$ cat config.mk
export PLATFORM = sky130hd
export DESIGN_NAME = dual_rate_tick_gen
export DESIGN_NICKNAME = d
export VERILOG_FILES = /design/src/rtl/tick_gen_pkg.sv /design/src/rtl/rate_ctrl_reg.sv /design/src/rtl/tick_divider.sv /design/src/rtl/dual_rate_tick_gen.sv
export SDC_FILE = /design/constraint.sdc
export NUM_CORES = 1
export LEC_CHECK = 0
export ABC_AREA = 1
export BUFFER_PORTS_ARGS = -buffer_cell sky130_fd_sc_hd__buf_2
export CAP_MARGIN = 15
export CORE_ASPECT_RATIO = 2
export CORE_UTILIZATION = 55
export CTS_CLUSTER_DIAMETER = 30
export DETAILED_ROUTE_END_ITERATION = 10
export HOLD_SLACK_MARGIN = 0.06
export PLACE_DENSITY = 0.88
export SLEW_MARGIN = 5
export SYNTH_ARGS = -nofsm -noshare
export SYNTH_HDL_FRONTEND = slang
export SYNTH_SLANG_ARGS = --single-unit
$ cat constraint.sdc
create_clock -name clk -period 1.1 [get_ports clk]
set_clock_uncertainty 0.05 [all_clocks]
set_input_delay 0.22 -clock clk [delete_from_list [all_inputs] [get_ports clk]]
set_output_delay 0.22 -clock clk [all_outputs]
set_load 0.01 [all_outputs]
$ cat src/rtl/tick_gen_pkg.sv
// Package: shared constants for the dual-rate clock-enable generator.
// Assumes channel 0 is the core and channels 1..6 follow the register bit order.
package tick_gen_pkg;
    localparam int unsigned CTRL_W      = 8;
    localparam int unsigned GLOBAL_BIT  = 0;
    localparam int unsigned RSVD_BIT    = 7;
    localparam int unsigned NUM_PERIPH  = 6;
    localparam logic [7:0]  CTRL_ADDR_D = 8'h8F;
endpackage

$ cat src/rtl/rate_ctrl_reg.sv
// Module: rate_ctrl_reg
// Holds the rate-select register and serves reads on the special-function bus.
// Assumes the write strobe is one cycle per access; the reserved top bit is kept at 0.
module rate_ctrl_reg
    import tick_gen_pkg::*;
#(
    parameter logic [7:0] ADDR = CTRL_ADDR_D
) (
    input  logic              clk,
    input  logic              rst_n,
    input  logic              wr,
    input  logic [7:0]        addr,
    input  logic [CTRL_W-1:0] wdata,
    output logic [CTRL_W-1:0] rdata,
    output logic [CTRL_W-1:0] ctrl
);
    logic [CTRL_W-1:0] ctrl_q;
    logic              hit;

    // Address decode shared by read and write.
    assign hit = (addr == ADDR);

    // Register update: only on a qualified write; the reserved bit is forced low.
    always_ff @(posedge clk) begin
        if (!rst_n) begin
            ctrl_q <= '0;
        end else if (wr && hit) begin
            ctrl_q <= wdata & ~(CTRL_W'(1) << RSVD_BIT);
        end
    end

    // Read mux: register at its address, zero elsewhere.
    always_comb begin
        rdata = hit ? ctrl_q : '0;
    end

    assign ctrl = ctrl_q;


    hold_unless_written_chk: assert property (@(posedge clk) disable iff (!rst_n)
        !(wr && hit) |=> $stable(ctrl_q));
endmodule

$ cat src/rtl/tick_divider.sv
// Module: tick_divider
// Counts oscillator cycles and emits a one-cycle strobe at the end of each interval.
// The rate request is sampled only on the wrap cycle, so an interval never changes
// length once started. Assumes FAST_DIV >= 2 and SLOW_DIV > FAST_DIV.
module tick_divider #(
    parameter int unsigned SLOW_DIV = 12,
    parameter int unsigned FAST_DIV = 6
) (
    input  logic clk,
    input  logic rst_n,
    input  logic fast_req,
    output logic tick
);
    localparam int unsigned CNT_W = $clog2(SLOW_DIV);
    localparam logic [CNT_W-1:0] SLOW_LAST = CNT_W'(SLOW_DIV - 1);
    localparam logic [CNT_W-1:0] FAST_LAST = CNT_W'(FAST_DIV - 1);

    logic [CNT_W-1:0] cnt_q;
    logic             fast_q;
    logic             wrap;

    // End-of-interval detect for the rate currently in force.
    assign wrap = (cnt_q == (fast_q ? FAST_LAST : SLOW_LAST));
    assign tick = wrap;

    // Counter and active rate: the new rate is latched only at the boundary.
    always_ff @(posedge clk) begin
        if (!rst_n) begin
            cnt_q  <= '0;
            fast_q <= 1'b0;
        end else if (wrap) begin
            cnt_q  <= '0;
            fast_q <= fast_req;
        end else begin
            cnt_q  <= cnt_q + 1'b1;
        end
    end


    single_cycle_tick_chk: assert property (@(posedge clk) disable iff (!rst_n)
        tick |=> !tick);

    rate_held_mid_interval_chk: assert property (@(posedge clk) disable iff (!rst_n)
        !wrap |=> $stable(fast_q));

    count_in_range_chk: assert property (@(posedge clk) disable iff (!rst_n)
        cnt_q <= SLOW_LAST);
endmodule

$ cat src/rtl/dual_rate_tick_gen.sv
// Module: dual_rate_tick_gen (top)
// Builds the core strobe and six peripheral strobes from one control register.
// The global fast bit arms the per-peripheral bits; a set peripheral bit keeps
// that peripheral at the standard rate. Assumes one oscillator clock domain.
module dual_rate_tick_gen
    import tick_gen_pkg::*;
#(
    parameter int unsigned SLOW_DIV = 12,
    parameter int unsigned FAST_DIV = 6,
    parameter logic [7:0]  ADDR     = CTRL_ADDR_D
) (
    input  logic       clk,
    input  logic       rst_n,
    input  logic       sfr_wr,
    input  logic [7:0] sfr_addr,
    input  logic [7:0] sfr_wdata,
    output logic [7:0] sfr_rdata,
    output logic       cpu_tick,
    output logic       t0_tick,
    output logic       t1_tick,
    output logic       t2_tick,
    output logic       ser_tick,
    output logic       arr_tick,
    output logic       wdg_tick
);
    logic [CTRL_W-1:0]     ctrl;
    logic                  global_fast;
    logic [NUM_PERIPH-1:0] per_req;
    logic [NUM_PERIPH-1:0] per_tick;

    rate_ctrl_reg #(.ADDR(ADDR)) reg_i (
        .clk   (clk),
        .rst_n (rst_n),
        .wr    (sfr_wr),
        .addr  (sfr_addr),
        .wdata (sfr_wdata),
        .rdata (sfr_rdata),
        .ctrl  (ctrl)
    );

    assign global_fast = ctrl[GLOBAL_BIT];

    // Core divider: follows the global bit directly.
    tick_divider #(.SLOW_DIV(SLOW_DIV), .FAST_DIV(FAST_DIV)) cpu_div_i (
        .clk      (clk),
        .rst_n    (rst_n),
        .fast_req (global_fast),
        .tick     (cpu_tick)
    );

    // Peripheral dividers: fast only when armed globally and not held back locally.
    for (genvar i = 0; i < NUM_PERIPH; i++) begin : g_per
        assign per_req[i] = global_fast & ~ctrl[GLOBAL_BIT + 1 + i];
        tick_divider #(.SLOW_DIV(SLOW_DIV), .FAST_DIV(FAST_DIV)) div_i (
            .clk      (clk),
            .rst_n    (rst_n),
            .fast_req (per_req[i]),
            .tick     (per_tick[i])
        );
    end

    // strobe order matches register bits 1..6.
    assign t0_tick  = per_tick[0];
    assign t1_tick  = per_tick[1];
    assign t2_tick  = per_tick[2];
    assign ser_tick = per_tick[3];
    assign arr_tick = per_tick[4];
    assign wdg_tick = per_tick[5];


    rsvd_reads_zero_chk: assert property (@(posedge clk) disable iff (!rst_n)
        sfr_wr |=> (sfr_rdata[RSVD_BIT] == 1'b0));
endmodule

# Word-level counts from Yosys, hierarchy flattened
# Index checks and enable logic that the tools add are counted.
dict set report classes {
  n_mux 8
  n_reduce_logical 8
  n_eq_ne 8
  n_addsub 7
  n_bitwise 13
}
# op count
set ops {}
lappend ops {{$add A4 B1 Y4 const B} 7}
lappend ops {{$eq A4 B4 Y1} 7}
lappend ops {{$mux W4} 7}
lappend ops {{$reduce_or A2 Y1} 7}
lappend ops {{$eq A8 B8 Y1 const B} 1}
lappend ops {{$mux W7} 1}
lappend ops {{$not A1 Y1} 7}
lappend ops {{$and A1 B1 Y1} 6}
lappend ops {{$logic_and A1 B1 Y1} 1}
dict set report totals {
  register_bits 42
  word_cells 59
  output_inout_bits 15
  inputBits 19
}

# Logic depth before layout (Yosys ltp)
# Gate-level depths: netlist of run 1.
dict set report logic_depth {
  depth_word 3
  mapped_depth 8
}

# Hierarchy
# A second synthesis of run 1 with hierarchy kept.
dict set report hier_totals {
  cells_unflattened 330
  area_unflattened_um2 2306.0
}
# module area_per_inst_um2 seq_area_each_um2 n_inst cells_per_inst
set modules_own_cells {}
lappend modules_own_cells {tick_divider 257.7 100.1 7 35}
lappend modules_own_cells {rate_ctrl_reg 475.5 140.1 1 78}
lappend modules_own_cells {dual_rate_tick_gen 26.3 0.0 1 7}

# Worst setup path after synthesis of run 1
# OpenSTA, ideal clock, no wires.
dict set report synth_path {
  kind {reg2out}
  startpoint {register g_per[0].div_i.cnt_q[2]}
  endpoint {output t0_tick}
  path_slack_ns 0.077
  arrival_time_ns 0.753
  stages_incl_launch_ff 5
  t_required_ns 0.830
  cell_sequence {dfxtp_1 -> inv_1 -> o21ai_0 -> nand3_1 -> inv_1}
}
dict set report synth_via {
  elab_chain_len 1
}
# item line_no
set synth_lines {}
lappend synth_lines {{from (decl)} tick_divider.sv:18} ;# logic [CNT_W-1:0] cnt_q;
lappend synth_lines {{from (signal assigned)} tick_divider.sv:35} ;# cnt_q <= cnt_q + 1'b1;
lappend synth_lines {{$eq A4 B4 Y1} tick_divider.sv:23} ;# assign wrap = (cnt_q == (fast_q ? FAST_LAST : SLOW_LAST));
lappend synth_lines {{to (decl)} dual_rate_tick_gen.sv:19} ;# output logic t0_tick,
# No other way between the ends.

# Worst setup path in the final report of run 1
dict set report layout_path {
  startpoint {register g_per[1].div_i.fast_q}
  endpoint {output t1_tick}
}
dict set report layout_via {
  elab_chain_len 2
}
# item line_no
set layout_lines {}
lappend layout_lines {{from (decl)} tick_divider.sv:19} ;# logic fast_q;
lappend layout_lines {{from (signal assigned)} tick_divider.sv:33} ;# fast_q <= fast_req;
lappend layout_lines {{$mux W4} tick_divider.sv:23}
lappend layout_lines {{$eq A4 B4 Y1} tick_divider.sv:23}
lappend layout_lines {{to (decl)} dual_rate_tick_gen.sv:20} ;# output logic t1_tick,
# No other way between the ends.

==> reports/qor.yml, run 1 <==
cts:
  cts_tree: "yes"
  cts_inserted_buffers: 5
  cts.sinks: 42
  clock_latency_ps: 290
  clk_pin_slew_ps: 80
  htreeDepth: 2
  cts_buffer_depth: 2
  cts_root_buffer: "clkbuf_8"
grt:
  grt_pass1_vias: 1888
  grt_max_degree: 18
  antenna_found_initial: 0
  grt_usage: 0.268
  grt_pass1_wl_um: 7670
  grt-ovfl-total: 0
die:
  rows: 30
  ios: 34
  dieHeight_um: 86.2
  core_sq_mm: 0.00338
  initial_core_util: 0.577
  fp.dieW_um: 44.1
  dieArea_sq_mm: 0.00380
drt:
  drt_pre_antenna_iters: 9
  drt-initial-drc-count: 79
  totalWireLength_um: 5660
  vias: 2046
  routedWlPerCell_um: 14.5
  viasPerCell: 5.25
  ant_nets: 0
  drc: 1
worst_setup_path:
  crit_arrival_ps: 1200
  worstSetupPathType: "flip-flop to output pin"
  critPathCaptureType: "output pin"
  crit_required_ps: 830
  worst-path-max-fanout: 3
  start_kind: "flip-flop"
synth:
  synthFlopType: "dfxtp_1"
  synthArstFlopShare: 0
  yosysTopAreaCell: "dfxtp_1"
  ys_types: 19
  synthCells: 281
  syn-cell-area_sq_mm: 0.00195
  ys_top_cells_by_count: "nor2_1 (70), nand2_1 (67), inv_1 (45), dfxtp_1 (42), nand3_1 (13)"
  post-synth-top-count-cell: "nor2_1"
  yosysTopAreaCellShare: 0.432
  syn-num-nets: 307
  synth_edf_count: 0
  synth.area.top_cells: "dfxtp_1 (43%), nor2_1 (13%), nand2_1 (13%), inv_1 (8.7%), ha_1 (4.5%)"
  yosys_warnings: 0
  ys_seq_area_frac: 0.432
  ys_ff_latch: 42
  syn_avg_cell_area_sq_um: 6.93
run_status:
  violations: "design-rule violations, negative setup slack"
  status: "finished with violations"
sta:
  setup_violations: 26
  slew_viol_final: 0
  worst_slack_ps: -368
  fin_crit_ps: 1470
  fmax_ghz: 0.681
  rsz0062_at_grt: "true"
  final.period_utilization: 1.33
  hold_violations: 0
finish:
  antennaDiodeCount: 0
  final_util: 0.832
  syn2layout_area_growth_pct: 44.3
  drive_above_1_share: 0.506
  final_area_sq_mm: 0.00281
  nets: 383
placement:
  place_hpwl_um: 2920
  dpl_cell_area_sq_mm: 0.00229
  numPortBuffers: 31
  gp_congestion: 0.809
power_and_ir_drop:
  powerDensity_mw_per_mm2: 1160
  power_leakage_uw: 0.00144
  peakVddDrop_uv: 1210
min_path:
  hold_path_class: "input pin to flip-flop"
job:
  drv_cap: 0
-- cells in the final DEF, fill, tap and decap left out --
cell / count
xnor2_2: 1
buf_4: 37
bufinv_16: 1
clkbuf_8: 5
dfxtp_1: 9
ha_2: 2
nand3_1: 10
clkinv_2: 2
nand3_4: 1
buf_12: 1
ha_1: 5
xnor2_1: 6
inv_1: 21
a21oi_1: 1
nand2_2: 13
a21oi_2: 1
nor2_2: 11
dfxtp_2: 29
nor2_1: 55
o21ai_1: 3
conb_1: 1
nand2_1: 51
o21ai_4: 1
buf_6: 8
inv_2: 24
nand3_2: 3
dfxtp_4: 4
nor2_4: 6
nand2_4: 3
o21ai_2: 1
nand4_1: 8
buf_2: 27
xor2_1: 7
-- sequential cells by signal, summed over array words and instances, names as in the netlist --
name / count
g_per.div_i.fast_q: 6
cpu_div_i.fast_q: 1
g_per.div_i.cnt_q: 24
reg_i.ctrl: 7
cpu_div_i.cnt_q: 4
-- area by class of cell --
type                       instances  area, sq um
multi-input combinational        190         1080
sequential                        42          892
fill                             189          568
timing repair buffer              73          523
inverter                          45          169
clock buffer                       5         68.8
clock inverter                     3         40.0
tap                               32         40.0
-- per-stage QoR --
| step | hold WS [ps] | setup TNS, ps | instances | total power, uW | worst slack, ps |
|---|---|---|---|---|---|
| final | 98.9 | -3710 | 390 | 3260 | -368 |
| after global routing | 97.6 | -5040 | 390 | 3380 | -416 |
| after CTS | 94.2 | -2920 | 388 | 3190 | -309 |
| after detailed placement | 401 | -1940 | 363 | 1960 | -243 |
| after global placement | 394 | -1610 | 363 | 1950 | -244 |
| after floorplan | 305 | 0 | 281 | 1850 | 77.4 |
-- path summary, 6_finish.rpt --
kind	startpoint	endpoint	slack, ps	cells after the start
worst max-delay path	g_per[1].div_i.fast_q$_SDFFE_PN0N_	t1_tick	-370	4
worst min-delay path	sfr_wdata[2]	reg_i.ctrl[2]$_SDFFE_PN0P_	100	3
worst max register to register	g_per[1].div_i.fast_q$_SDFFE_PN0N_	g_per[1].div_i.fast_q$_SDFFE_PN0N_	-260	7
worst min register to register	g_per[3].div_i.cnt_q[0]$_SDFF_PP0_	g_per[3].div_i.cnt_q[0]$_SDFF_PP0_	430	1
-- power by group --
| part | switching, uW | internal, uW | leakage (uW) |
|---|---|---|---|
| Combinational | 199 | 194 | 0.00102 |
| Clock | 526 | 668 | 0.0000579 |
| Sequential | 82.4 | 1590 | 0.000359 |
-- worst max-delay path: stages, from the launching register on --
cell	delay, ps
dfxtp_2	340
nor2_1	140
nand4_1	170
nand2_2	140
buf_6	110
-- metal layers --
metal / routed length, um / GRT usage
met1: 2150 / 0.271
met2: 3040 / 0.484
met3: 214 / 0.0568
met4: 255 / 0.140
met5: 0 / 0
-- logic make-up after synthesis --
family,share of synthesized area
compound gates,0.0180
xor+xnor,0.0629
fa+ha+maj,0.0450
buf+inv,0.106
flops,0.432
other cells,0.00192
simple gates,0.335
-- repair_timing --
action                     CTS  global route
hold buffers                 0             0
resized for setup           71            53
setup buffers               18             6
pin swaps                   26            31
setup endpoints to repair   19            46
Power figures use the tool's default switching activity.
==> run 2, diff against run 1 <==
--- a/config.mk
+++ b/config.mk
@@ -14,6 +14,7 @@
 export DETAILED_ROUTE_END_ITERATION = 10
 export HOLD_SLACK_MARGIN = 0.06
 export PLACE_DENSITY = 0.88
+export SKIP_CTS_REPAIR_TIMING = 1
 export SLEW_MARGIN = 5
 export SYNTH_ARGS = -nofsm -noshare
 export SYNTH_HDL_FRONTEND = slang
==> constraint.sdc (replaced) <==
create_clock -name clk -period 1.45 [get_ports clk]
set_clock_uncertainty 0.05 [all_clocks]
set_input_delay 0.29 -clock clk [delete_from_list [all_inputs] [get_ports clk]]
set_output_delay 0.29 -clock clk [all_outputs]
set_load 0.01 [all_outputs]
==> run 2 against run 1 <==
Net effect:
- the run still ends with design-rule violations, negative setup slack left
- first-iteration DRC count is 30% lower
- non-clock buffer count down 32
- setup slack improved by 320 ps
- sequential power is 25% lower
- combinational power shrank 51%
- largest power group unchanged
- highest routed layer unchanged
==> reports/qor.yml, run 2 (synthesis gave the netlist of run 1 again) <==
run_status:
  status: "finished with violations"
  violations: "design-rule violations, negative setup slack"
sta:
  fmax_ghz: 0.668
  timing.hold.ws_ps: 174
  tns_ps: -113
  fin_crit_ps: 1500
  setup_violations: 3
  worst_slack_ps: -47.2
  rsz0062_at_grt: "true"
  final.period_utilization: 1.03
  slew_viol_final: 0
  hold_violations: 0
placement:
  numPortBuffers: 31
  gp_congestion: 0.768
  place_hpwl_um: 2600
min_path:
  min_from: "sfr_wdata[3]"
  hold_depth: 3
  hold_path_class: "input pin to flip-flop"
power_and_ir_drop:
  power_uw: 2540
  peakVddDrop_uv: 1090
  powerDensity_mw_per_mm2: 1050
  power_leakage_uw: 0.00127
drt:
  drt-initial-drc-count: 55
  ant_nets: 0
  drc: 3
  totalWireLength_um: 3910
  viasPerCell: 4.95
  routedWlPerCell_um: 10.9
  drt_pre_antenna_iters: 7
  vias: 1773
worst_setup_path:
  cp-startpoint: "cpu_div_i.cnt_q[2]$_SDFF_PP0_"
  path_cells: "nor2_2 -> nand4_1 -> nand2_1 -> buf_2"
  worst-path-max-fanout: 5
  cp_slowest_cell: "dfxtp_4"
  crit_cells: 4
  cpLargestDelayFamily: "flip-flops"
  worstSetupPathType: "flip-flop to output pin"
  crit_required_ps: 1110
  r2r_cells: 6
  worst_r2r_startpoint: "g_per[4].div_i.cnt_q[2]$_SDFF_PP0_"
  crit_arrival_ps: 1160
  reg2reg_slack_ps: 320
  critPathCaptureType: "output pin"
  cp_slowest_stage_delay_ps: 370
  start_kind: "flip-flop"
  crit_buf_inv: 1
die:
  core_sq_mm: 0.00338
  dieHeight_um: 86.2
  ios: 34
  initial_core_util: 0.577
  fp.dieW_um: 44.1
  rows: 30
  dieArea_sq_mm: 0.00380
finish:
  final_common_cell: "nor2_1"
  largest_register_ffs: 24
  nets: 351
  layout_common_cells: "nor2_1 (66), nand2_1 (63), inv_1 (36)"
  fillers: 240
  largest-register: "g_per.div_i.cnt_q"
  final_util: 0.713
  antennaDiodeCount: 0
  drive_above_1_share: 0.282
  syn2layout_area_growth_pct: 23.6
cts:
  cts_root_buffer: "clkbuf_8"
  clk_pin_slew_ps: 80
  htreeDepth: 2
  cts_inserted_buffers: 5
  cts_buffer_depth: 2
  cts_tree: "yes"
  clock_latency_ps: 290
  cts.sinks: 42
grt:
  grt_pass1_wl_um: 6040
  grt-ovfl-total: 0
  antenna_found_initial: 0
  grt_pass1_vias: 1597
  grt_max_degree: 22
  grt_usage: 0.209
job:
  drv_cap: 0
==> run 2: changes by cell type in the layout (fill, tap and decap cells not counted), moves of 11 or more <==
cell	previous run	this run
buf_4	37	10
inv_2	24	9
nor2_1	55	66
inv_1	21	36
nand2_1	51	63
dfxtp_1	9	22
dfxtp_2	29	14
==> run 2: where the power goes <==
| group | internal, uW | total, uW | leakage (uW) | switching [uW] |
|---|---|---|---|---|
| clock network | 689 | 1080 | 0.0000683 | 392 |
| registers | 1200 | 1260 | 0.000354 | 60.9 |
| logic | 90.7 | 192 | 0.000847 | 101 |
| total | 1980 | 2540 | 0.00127 | 555 |
==> run 2: layer usage <==
layer / vias up / GRT usage / wire [um]
met5: - / 0 / 0
met3: 7 / 0.0379 / 99
li1: 934 / - / -
met4: 0 / 0.118 / 127
met2: 27 / 0.380 / 2170
met1: 805 / 0.210 / 1520
==> run 2: final timing paths <==
path,end
worst max register to register,g_per[4].div_i.cnt_q[2]$_SDFF_PP0_
worst min register to register,g_per[3].div_i.cnt_q[0]$_SDFF_PP0_
worst max-delay path,cpu_tick
worst min-delay path,reg_i.ctrl[3]$_SDFFE_PN0P_
==> run 2: worst register-to-register path, cell delays in order, from the launching register on <==
cell,delay (ps)
dfxtp_4,360
inv_2,60
nand2_2,40
nand2_2,70
nand2_2,70
o21ai_1,270
nor2_1,90
==> run 2: area by class of cell <==
cell class                      count  area (sq um)  area share
Clock buffer                        5          68.8      0.0286
Clock inverter                      3          68.8      0.0286
Inverter                           45           169      0.0701
Multi-Input combinational cell    190           945       0.392
Sequential cell                    42           881       0.366
Tap cell                           32          40.0      0.0166
Timing Repair Buffer               41           236      0.0982
==> run 2: metrics by stage <==
step	area [sq um]	cells	worst slack, ps
2_1_floorplan	1950	281	299
3_3_place_gp	2110	341	-54.4
5_1_grt	2410	358	-107
6_report	2410	358	-47.2
4_1_cts	2250	349	-147
3_5_place_dp	2110	341	-60.0
==> run 3, diff against run 2 <==
--- a/config.mk
+++ b/config.mk
@@ -9,13 +9,14 @@
 export BUFFER_PORTS_ARGS = -buffer_cell sky130_fd_sc_hd__buf_2
 export CAP_MARGIN = 15
 export CORE_ASPECT_RATIO = 2
-export CORE_UTILIZATION = 55
+export CORE_UTILIZATION = 57
 export CTS_CLUSTER_DIAMETER = 30
 export DETAILED_ROUTE_END_ITERATION = 10
 export HOLD_SLACK_MARGIN = 0.06
-export PLACE_DENSITY = 0.88
+export PLACE_DENSITY = 0.89
 export SKIP_CTS_REPAIR_TIMING = 1
 export SLEW_MARGIN = 5
 export SYNTH_ARGS = -nofsm -noshare
 export SYNTH_HDL_FRONTEND = slang
+export SYNTH_HIERARCHICAL = 1
 export SYNTH_SLANG_ARGS = --single-unit
==> run 3 against run 2 <==
Net effect:
- the run ends with negative setup slack left
- setup slack better by 4.2 ps
- via count rose by 16%
- die area increased by 13%
- highest routed layer unchanged
==> reports/qor.yml, run 3 <==
cts:
  cts_buffer_depth: 2
  cts_inserted_buffers: 5
  htreeDepth: 2
  clk_pin_slew_ps: 70
  clock_latency_ps: 290
  cts_root_buffer: "clkbuf_8"
  cts_tree: "yes"
  cts.sinks: 42
run_status:
  status: "finished with violations"
  violations: "negative setup slack"
sta:
  worst_slack_ps: -43.1
  tns_ps: -103
  fmax_ghz: 0.670
  fin_crit_ps: 1490
  setup_violations: 5
  slew_viol_final: 0
  hold_violations: 0
  rsz0062_at_grt: "true"
  final.period_utilization: 1.03
power_and_ir_drop:
  powerDensity_mw_per_mm2: 846
  p_switching_uw: 621
  peakVddDrop_uv: 1080
  power_leakage_uw: 0.00136
  power_uw: 2450
  power_frac_comb: 0.117
  sw_frac_of_total: 0.253
  seq_power_share: 0.515
  pwr-share-clk: 0.368
  power.internal_uw: 1830
finish:
  syn2layout_area_growth_pct: 26.2
  multi_input_area_sq_mm: 0.00128
  largest_register_ffs: 24
  drive_above_1_share: 0.402
  nets: 406
  seqCellArea_sq_um: 928
  fin_cells: 432
  layout_common_cells: "inv_1 (66), nor2_1 (56), nand2_1 (47)"
  final_common_cell: "inv_1"
  final_area_sq_mm: 0.00290
  fillers: 276
  largest-register: "g_per.div_i/cnt_q"
  antennaDiodeCount: 0
worst_setup_path:
  worst-path-max-fanout: 4
  r2r_cells: 7
  reg2reg_to: "g_per[2].div_i/fast_q$_SDFFE_PN0N_"
  start_kind: "flip-flop"
  crit_cells: 5
  crit_arrival_ps: 1150
  cpLargestDelayFamily: "flip-flops"
  cp-startpoint: "g_per[2].div_i/cnt_q[2]$_SDFF_PP0_"
  critPathCaptureType: "output pin"
  path_cells: "nand2_2 -> nand2_2 -> nand2_2 -> nor2_2 -> buf_2"
  worstSetupPathType: "flip-flop to output pin"
  crit_required_ps: 1110
  cp_slowest_cell: "dfxtp_4"
  reg2reg_slack_ps: 390
  crit_buf_inv: 1
  worst_r2r_startpoint: "g_per[2].div_i/cnt_q[2]$_SDFF_PP0_"
  worst_path_most_repeated_cell: "nand2_2"
  cp_slowest_stage_delay_ps: 370
min_path:
  hold_path_class: "input pin to flip-flop"
  hold_end: "reg_i/ctrl[3]$_SDFFE_PN0P_"
  hold_depth: 5
  min_from: "sfr_wdata[3]"
grt:
  grt-ovfl-total: 0
  grt_max_degree: 22
  grt_pass1_wl_um: 7400
  grt_usage: 0.232
  antenna_found_initial: 0
  grt_pass1_vias: 1910
placement:
  place_hpwl_um: 3130
  dpl_cell_area_sq_mm: 0.00253
  place_ws_ps: -8.66
  numPortBuffers: 31
  dp_cells: 413
  gp_congestion: 0.794
drt:
  viasPerCell: 4.76
  routedWlPerCell_um: 11.2
  vias: 2056
  drt-initial-drc-count: 21
  drt_pre_antenna_iters: 4
  totalWireLength_um: 4840
  ant_nets: 0
  drc: 0
die:
  initial_core_util: 0.598
  core_sq_mm: 0.00384
  fp.dieW_um: 46.9
  ios: 34
  rows: 32
  dieArea_sq_mm: 0.00431
  dieHeight_um: 91.8
synth:
  syn-cell-area_sq_mm: 0.00230
  syn_avg_cell_area_sq_um: 6.99
  synthCells: 329
  yosys_warnings: 6
  syn-num-nets: 355
job:
  drv_cap: 0
==> run 3: cell type report <==
class	instances	area share
sequential	42	0.320
multi-input combinational	218	0.440
inverter	67	0.0867
clock inverter	1	0.0104
timing repair buffer	46	0.0945
tap	51	0.0220
clock buffer	7	0.0263
==> run 3: layer usage <==
metal	global-route usage	wire [um]
met2	0.425	2740
met5	0	0
met4	0.0881	162
met3	0.0453	172
met1	0.236	1760
==> run 3: worst max-delay path by stage <==
stage              endpoint  slack (ps)
6_report            t2_tick         -40
5_1_grt             t2_tick         -90
4_1_cts            ser_tick        -110
3_5_place_dp   sfr_rdata[0]          -9
3_3_place_gp   sfr_rdata[1]          20
2_1_floorplan  sfr_rdata[0]         190
==> run 3: power by group through the flow <==
stage	Combinational [uW]	Sequential (uW)	Clock [uW]
finish	287	1260	904
global route	328	1270	981
CTS	243	1270	932
detailed placement	240	1300	0
global placement	230	1300	0
floorplan	183	1290	0
==> run 3: metrics by stage <==
stage          hold slack, ps  utilization
3_3_place_gp              414        0.660
4_1_cts                   261        0.687
5_1_grt                   305        0.755
2_1_floorplan             361            -
3_5_place_dp              426        0.660
6_report                  272        0.755
==> run 3: worst register-to-register path: stages (launching register included) <==
cell	delay (ps)
dfxtp_4	360
nand2_2	90
nand2_2	80
nand2_2	80
nor2_2	50
buf_4	120
nor2_1	90
nor2_1	50
